$ cat config.mk
export PLATFORM = sky130hd
export DESIGN_NAME = acc_alu
export DESIGN_NICKNAME = d
export VERILOG_FILES = /design/src/rtl/acc_alu_pkg.sv /design/src/rtl/acc_alu_adder.sv /design/src/rtl/acc_alu_logic.sv /design/src/rtl/acc_alu_rotate.sv /design/src/rtl/acc_alu.sv
export SDC_FILE = /design/constraint.sdc
export NUM_CORES = 1
export LEC_CHECK = 0
export BUFFER_PORTS_ARGS = -buffer_cell sky130_fd_sc_hd__buf_2
export CAP_MARGIN = 20
export CORE_ASPECT_RATIO = 1.5
export CORE_MARGIN = 5
export CORE_UTILIZATION = 34
export DETAILED_ROUTE_END_ITERATION = 12
export PLACE_DENSITY = 0.54
export SYNTH_ARGS = -nofsm -noshare
export SYNTH_HDL_FRONTEND = slang
export SYNTH_SLANG_ARGS = --single-unit
$ cat constraint.sdc
create_clock -name vclk -period 12.55
set_clock_uncertainty 0.1 [all_clocks]
set_input_delay 3.1375 -clock vclk [all_inputs]
set_output_delay 3.1375 -clock vclk [all_outputs]
set_load 0.01 [all_outputs]
$ cat src/rtl/acc_alu_pkg.sv
package acc_alu_pkg;

    typedef enum logic [3:0] {
        OP_ADD  = 4'd0,
        OP_SUB  = 4'd1,
        OP_INC  = 4'd2,
        OP_DEC  = 4'd3,
        OP_AND  = 4'd4,
        OP_OR   = 4'd5,
        OP_XOR  = 4'd6,
        OP_PASS = 4'd7,
        OP_BSET = 4'd8,
        OP_BCLR = 4'd9,
        OP_RLC  = 4'd10,
        OP_RRC  = 4'd11,
        OP_RSV0 = 4'd12,
        OP_RSV1 = 4'd13,
        OP_RSV2 = 4'd14,
        OP_RSV3 = 4'd15
    } alu_op_e;

    localparam logic [1:0] LSEL_PASS = 2'd0;
    localparam logic [1:0] LSEL_OR   = 2'd1;
    localparam logic [1:0] LSEL_AND  = 2'd2;
    localparam logic [1:0] LSEL_XOR  = 2'd3;

endpackage

$ cat src/rtl/acc_alu_adder.sv
module acc_alu_adder #(
    parameter int W   = 8,
    parameter int NIB = 4
) (
    input  logic [W-1:0] x,
    input  logic [W-1:0] yv,
    input  logic         cin,
    output logic [W-1:0] sum,
    output logic         cout,
    output logic         hcout
);
    localparam int HW = W - NIB;

    logic [NIB:0] lo;
    logic [HW:0]  hi;

    // Split at the nibble boundary so the half-carry is a real adder tap.
    always_comb begin
        lo    = {1'b0, x[NIB-1:0]} + {1'b0, yv[NIB-1:0]} + {{NIB{1'b0}}, cin};
        hi    = {1'b0, x[W-1:NIB]} + {1'b0, yv[W-1:NIB]} + {{HW{1'b0}}, lo[NIB]};
        sum   = {hi[HW-1:0], lo[NIB-1:0]};
        cout  = hi[HW];
        hcout = lo[NIB];
    end
endmodule

$ cat src/rtl/acc_alu_logic.sv
module acc_alu_logic #(
    parameter int W = 8
) (
    input  logic [W-1:0] a,
    input  logic [W-1:0] m,
    input  logic [1:0]   sel,
    output logic [W-1:0] r
);
    // One four-way selector per bit: pass, OR, AND, XOR.
    for (genvar i = 0; i < W; i++) begin : g_bit
        assign r[i] = sel[1] ? (sel[0] ? (a[i] ^ m[i]) : (a[i] & m[i]))
                             : (sel[0] ? (a[i] | m[i]) : a[i]);
    end
endmodule

$ cat src/rtl/acc_alu_rotate.sv
module acc_alu_rotate #(
    parameter int W = 8
) (
    input  logic [W-1:0] a,
    input  logic         cin,
    output logic [W-1:0] rl,
    output logic         rl_c,
    output logic [W-1:0] rr,
    output logic         rr_c
);
    assign rl   = {a[W-2:0], cin};
    assign rl_c = a[W-1];
    assign rr   = {cin, a[W-1:1]};
    assign rr_c = a[0];
endmodule

$ cat src/rtl/acc_alu.sv
module acc_alu
    import acc_alu_pkg::*;
#(
    parameter int W   = 8,
    parameter int NIB = 4
) (
    input  logic [W-1:0] a,
    input  logic [W-1:0] b,
    input  logic [3:0]   op,
    input  logic         c_in,
    input  logic         hc_in,
    input  logic         z_in,
    output logic [W-1:0] y,
    output logic         c_out,
    output logic         hc_out,
    output logic         z_out
);
    localparam int IDXW = $clog2(W);

    alu_op_e       op_e;
    logic [W-1:0]  bit_mask;
    logic [W-1:0]  add_b;
    logic          add_ci;
    logic [W-1:0]  add_sum;
    logic          add_co;
    logic          add_hc;
    logic [1:0]    lsel;
    logic [W-1:0]  lop;
    logic [W-1:0]  lres;
    logic [W-1:0]  rl_y;
    logic [W-1:0]  rr_y;
    logic          rl_c;
    logic          rr_c;

    assign op_e     = alu_op_e'(op);
    assign bit_mask = W'(1) << b[IDXW-1:0];

    // Operand steering for the shared adder and the logic selector.
    always_comb begin
        add_b  = b;
        add_ci = 1'b0;
        lsel   = LSEL_PASS;
        lop    = b;
        unique case (op_e)
            OP_SUB:  begin add_b = ~b;        add_ci = 1'b1; end
            OP_INC:  begin add_b = '0;        add_ci = 1'b1; end
            OP_DEC:  begin add_b = '1;        add_ci = 1'b0; end
            OP_AND:  lsel = LSEL_AND;
            OP_OR:   lsel = LSEL_OR;
            OP_XOR:  lsel = LSEL_XOR;
            OP_BSET: begin lsel = LSEL_OR;  lop = bit_mask;  end
            OP_BCLR: begin lsel = LSEL_AND; lop = ~bit_mask; end
            default: ;
        endcase
    end

    acc_alu_adder #(.W(W), .NIB(NIB)) u_adder (
        .x(a), .yv(add_b), .cin(add_ci),
        .sum(add_sum), .cout(add_co), .hcout(add_hc)
    );

    acc_alu_logic #(.W(W)) u_logic (
        .a(a), .m(lop), .sel(lsel), .r(lres)
    );

    acc_alu_rotate #(.W(W)) u_rot (
        .a(a), .cin(c_in),
        .rl(rl_y), .rl_c(rl_c), .rr(rr_y), .rr_c(rr_c)
    );

    // Result and flag selection.
    always_comb begin
        y      = a;
        c_out  = c_in;
        hc_out = hc_in;
        z_out  = z_in;
        unique case (op_e)
            OP_ADD, OP_SUB: begin
                y      = add_sum;
                c_out  = add_co;
                hc_out = add_hc;
                z_out  = (add_sum == '0);
            end
            OP_INC, OP_DEC: begin
                y     = add_sum;
                z_out = (add_sum == '0);
            end
            OP_AND, OP_OR, OP_XOR, OP_PASS, OP_BSET, OP_BCLR: begin
                y     = lres;
                z_out = (lres == '0);
            end
            OP_RLC: begin
                y     = rl_y;
                c_out = rl_c;
                z_out = (rl_y == '0);
            end
            OP_RRC: begin
                y     = rr_y;
                c_out = rr_c;
                z_out = (rr_y == '0);
            end
            default: ;
        endcase
    end

    // Port-level checks next to the selection logic.
    always_comb begin
        if (op_e == OP_SUB) begin
            assert_sub_noborrow_R2: assert (c_out == (a >= b))
                else $error("subtract carry does not match no-borrow");
        end
        if (op_e == OP_INC || op_e == OP_DEC) begin
            assert_incdec_keep_R3: assert (c_out == c_in && hc_out == hc_in)
                else $error("inc/dec altered carry or half-carry");
        end
        if (op_e == OP_BSET) begin
            assert_bset_bit_R6: assert (y[b[IDXW-1:0]] == 1'b1)
                else $error("bit set left target bit clear");
        end
        if (op_e == OP_BCLR) begin
            assert_bclr_bit_R6: assert (y[b[IDXW-1:0]] == 1'b0)
                else $error("bit clear left target bit set");
        end
        if (op_e == OP_RLC) begin
            assert_rlc_carry_R7: assert (c_out == a[W-1] && y[0] == c_in)
                else $error("rotate left carry path wrong");
        end
        if (op_e == OP_RRC) begin
            assert_rrc_carry_R8: assert (c_out == a[0] && y[W-1] == c_in)
                else $error("rotate right carry path wrong");
        end
        if (op[3:2] == 2'b11) begin
            assert_reserved_pass_R9: assert (y == a && c_out == c_in
                                             && hc_out == hc_in && z_out == z_in)
                else $error("reserved code changed state");
        end
    end
endmodule

# Word level (Yosys, flattened, before mapping)
# Cells that the tools add are included.
totals:
  reg_bits: 0
  inputBits: 23
  output_inout_bits: 11
  elab_cells: 85
op_classes:
  n_addsub: 4
  n_eq_ne: 11
  shifts: 1
  n_mux: 32
  bitwise_logic: 26
  n_reduce_logical: 11
op_table:
  columns: ["operator", "count"]
  rows:
  - ["logical NOT 8 bit", 4]
  - ["one-hot mux 8 bit (4 select lines)", 1]
  - ["2-to-1 mux 1 bit", 26]
  - ["one-hot mux 8 bit (3 select lines)", 1]
  - ["equality test 4 x 3 -> 1 bit (second input constant)", 4]
  - ["equality test 4 bit (second input constant)", 4]
  - ["NOT 8 bit", 2]
  - ["one-hot mux 8 bit (2 select lines)", 1]
  - ["adder 4 x 4 -> 5 bit", 2]
  - ["adder 5 x 1 -> 5 bit", 2]
  - ["AND 1 bit", 8]
  - ["equality test 4 x 2 -> 1 bit (second input constant)", 2]
  - ["OR 1 bit", 8]
  - ["OR reduction 2 bit", 4]
  - ["left shift 1 x 3 -> 8 bit (first input constant)", 1]
  - ["bitwise XOR 1 bit", 8]
  - ["one-hot mux 2 bit (3 select lines)", 1]
  - ["OR reduction 6 bit", 1]
  - ["equality test 4 x 1 -> 1 bit (second input constant)", 1]
  - ["logical NOT 4 bit", 1]
  - ["one-hot mux 1 bit (4 select lines)", 1]
  - ["OR reduction 4 bit", 1]
  - ["one-hot mux 1 bit (3 select lines)", 1]

# Longest topological paths before layout
logic_depth:
  ltp_word: 8
  mapped_depth: 17
  mapped_depth_nobuf: 15

# Modules after synthesis
# Synthesis repeated with hierarchy kept, for this count alone.
unflattened:
  hier_cells: 267
  area_unflattened_um2: 1876.8
by_module_without_submodules:
  columns: ["module", "instances", "cells_per_inst", "area_per_inst_um2", "seq_area_each_um2"]
  rows:
  - ["acc_alu", 1, 166, 960.9, 0.0]
  - ["acc_alu_logic", 1, 50, 493.0, 0.0]
  - ["acc_alu_adder", 1, 33, 287.8, 0.0]
  - ["acc_alu_rotate", 1, 18, 135.1, 0.0]

# Worst setup path after synthesis
# Ideal clock, no wire load.
synth_path:
  path_type: "in2out"
  start: "input op[3]"
  end: "output y[5]"
  arrival_ns: 6.509
  path_slack_ns: 2.804
  path_stages: 14
  n_path_buf: 2
  path_cell_list: "buf_4 > clkbuf_1 > nor2_1 > nand3_1 > a21oi_1 > nor2_1 > fa_1 > fa_1 > a21o_1 > a21oi_1 > fa_1 > fa_1 > a221o_1 > a21oi_1"
synth_via:
  elab_chain_len: 6
  word_cells_on_any_way: 32
  classes_between: "add/sub (4); eq/ne (11); mux (8); bitwise (3); reduce/logical (6)"
synth_lines:
  columns: ["element", "line_no", "rtl"]
  rows:
  - ["from (decl)", "acc_alu.sv:9", "input logic [3:0] op,"]
  - ["equality test 4 x 2 -> 1 bit, or another cell as far along", "acc_alu.sv:44, acc_alu.sv:77", null]
  - ["one-hot mux 8 bit (3 select lines), or another cell as far along", "acc_alu.sv:44", "unique case (op_e)"]
  - ["adder 4 x 4 -> 5 bit, or another cell as far along", "acc_alu_adder.sv:19", "lo = {1'b0, x[NIB-1:0]} + {1'b0, yv[NIB-1:0]} + {{NIB{1'b0}}, cin};"]
  - ["adder 5 x 1 -> 5 bit, or another cell as far along", "acc_alu_adder.sv:19", null]
  - ["adder 5 x 1 -> 5 bit / 2-to-1 mux 1 bit (equally long branches)", "acc_alu_adder.sv:20, acc_alu_logic.sv:11", null]
  - ["one-hot mux 8 bit (4 select lines) (*)", "acc_alu.sv:77", "unique case (op_e)"]
  - ["to (decl)", "acc_alu.sv:13", "output logic [W-1:0] y,"]
# Every way passes the cells marked *; elsewhere a longest branch is shown, timed or not.

# Final worst setup path
layout_path:
  start: "input op[0]"
  end: "output y[5]"
# Same word-level chain as after synthesis.

==> impl_metrics.env <==
export IMPL_core_um2=4850
export IMPL_synth_area_per_cell_um2=6.86
export IMPL_grt_max_degree=40
export IMPL_rsz0062_at_grt="false"
export IMPL_sw_frac_of_total=0.596
export IMPL_wl_per_cell_um=16.8
export IMPL_nets=320
export IMPL_antenna_found_initial=0
export IMPL_cp_slowest_cell="buf_2"
export IMPL_cp_max_fo=39
export IMPL_initial_core_util=0.352
export IMPL_cp_arrival_ns=7.11
export IMPL_max_stage_delay_ns=0.61
export IMPL_path_class="input pin to primary output"
export IMPL_dieHeight_um=96.8
export IMPL_slew_violations=0
export IMPL_max_cap_violations=0
export IMPL_final_cell_mix="a21oi_1 (34), nor2_1 (34), buf_2 (34)"
export IMPL_fin_setup_tns_ns=0
export IMPL_antenna_cells=0
export IMPL_p_int_mw=0.0336
export IMPL_die_w_um=67.9
export IMPL_ys_types=54
export IMPL_p_switching_mw=0.0495
export IMPL_cp_required_ns=9.31
export IMPL_worst_setup_path_start_kind="input pin"
export IMPL_min_to="hc_out"
export IMPL_hold_viol_final=0
export IMPL_clkPwrFrac=0
export IMPL_dpl_hpwl_um=4470
export IMPL_fillers=548
export IMPL_p_leak_nw=0.877
export IMPL_worstHoldStart="hc_in"
export IMPL_clkbuf_count=0
export IMPL_setup_viol=0
export IMPL_critPathBufInv=2
export IMPL_final_setup_worst_slack_ns=2.20
export IMPL_synth_area_top_cells="ha_1 (16%), a21oi_1 (10%), nor2_1 (7.5%), mux2i_1 (5.3%), fa_1 (4.7%)"
export IMPL_yosysWarnings=0
export IMPL_min_path_type="input pin to primary output"
export IMPL_status="complete, no violations"
export IMPL_syn_area_um2=1710
export IMPL_die_area_um2=6570
export IMPL_p_per_area_nw_per_um2=43.7
export IMPL_comb_power_share=1.000
export IMPL_post_cts_buffers=0
export IMPL_fin_crit_ns=10.35
export IMPL_synthCells=249
export IMPL_seq_area_um2=0
export IMPL_drive_above_1_share=0.167
export IMPL_cp_top_family="adder cells"
export IMPL_vias=1892
export IMPL_synth_top_area_frac=0.161
export IMPL_gp_congestion=0.920
export IMPL_io_pins=34
export IMPL_syn_nets=298
export IMPL_drt_pass1_iter_count=7
export IMPL_dp_slack_ns=2.24
export IMPL_slew_headroom=0.461
export IMPL_utilization=0.392
export IMPL_grt_pass1_vias=1721
export IMPL_whs_path_depth=4
export IMPL_yosysSeqAreaShare=0
export IMPL_ir_worst_vdd_uv=11.0
export IMPL_grt_util_all_layers=0.169
export IMPL_p_seq_frac=0
export IMPL_drcViolationCount=0
export IMPL_tightest_slew_ns=0.809
export IMPL_synth_area_leader_cell="ha_1"
export IMPL_numPortBuffers=34
export IMPL_wl_um=5620
export IMPL_grt_first_pass_wirelength_um=8900
export IMPL_areaGrowthSynthToFinish_pct=11.4
export IMPL_overflow=0
export IMPL_ctsResizeCount=0
export IMPL_seq_cells=0
export IMPL_postCtsHoldBufs=0
export IMPL_crit_top_cell="fa_1"
export IMPL_endpoint_kind="primary output"
export IMPL_core_rowCount=31
export IMPL_vias_per_cell=5.65
export IMPL_cp_cell_sequence="buf_2 > nand3_1 > a21oi_1 > nor2_1 > fa_1 > fa_1 > a21o_1 > a21oi_1 > fa_1 > fa_1 > a221o_1 > a21oi_1 > buf_2"
export IMPL_drtIter0Drc=105
export IMPL_fmax_ghz=0.0966
export IMPL_final_period_utilization=0.825
export IMPL_ant_nets=0
-- tightest hold or removal path, delay by kind of cell --
kind                   cells  cell delay (ns)
AOI/OAI and AO/OA          1             0.05
buffers and inverters      2             0.23
and+or+nand+nor            1             0.09
-- power groups by stage --
stage          registers (mW)  clock network [mW]  logic [mW]
6_report                    0                   0      0.0831
5_1_grt                     0                   0      0.0927
4_1_cts                     0                   0      0.0832
3_5_place_dp                0                   0      0.0828
3_3_place_gp                0                   0      0.0827
2_1_floorplan               0                   0      0.0576
-- synthesized netlist by cell type (4+ instances only) --
library cell  count
a21oi_1          34
clkbuf_1         10
fa_1              4
ha_1             22
inv_1            19
mux2i_1           9
nand2_1          16
nand3_1           6
nor2_1           34
nor2b_1           7
o21ai_0           8
o2bb2ai_1         5
xnor2_1           4
xor2_1            7
-- layout make-up --
class,count,area (µm²),share of cell area
multi-input combinational,216,1580,0.830
inverter,19,71.3,0.0375
tap,66,82.6,0.0434
timing repair buffer,34,170,0.0895
-- how the worst max path moves through the flow --
stage	startpoint	end	slack, ns	cells past startpoint
2_1_floorplan	op[3]	y[5]	2.80	14
3_3_place_gp	op[0]	z_out	2.32	15
3_5_place_dp	op[0]	y[5]	2.24	13
4_1_cts	op[0]	y[5]	2.24	13
5_1_grt	op[0]	z_out	1.90	15
6_report	op[0]	y[5]	2.20	13
-- per-stage QoR --
step                      instances  hold slack, ns  cell area (µm²)  power [mW]
after detailed placement        335            6.56             1900      0.0828
after CTS                       335            6.56             1900      0.0832
final                           335            6.55             1900      0.0831
after global placement          335            6.58             1900      0.0827
after global routing            335            6.58             1900      0.0927
after floorplan                 249            6.32             1710      0.0576
-- cells by family (layout without fill, tap and decap cells) --
| family | Yosys count | in the layout | synth area share |
|---|---|---|---|
| compound gates | 83 | 83 | 0.347 |
| simple gates | 84 | 84 | 0.240 |
| buf+inv | 33 | 53 | 0.0762 |
| mux | 12 | 12 | 0.0725 |
| fa+ha+maj | 26 | 26 | 0.208 |
| xor+xnor | 11 | 11 | 0.0564 |
-- routing by layer --
layer	vias to the layer above	GRT usage	wire length [µm]
met4	0	0.0276	85
met3	6	0.00116	271
met1	880	0.219	2350
met5	-	0	0
li1	944	-	-
met2	62	0.308	2920
No activity file was read; power rests on OpenSTA's default activity.
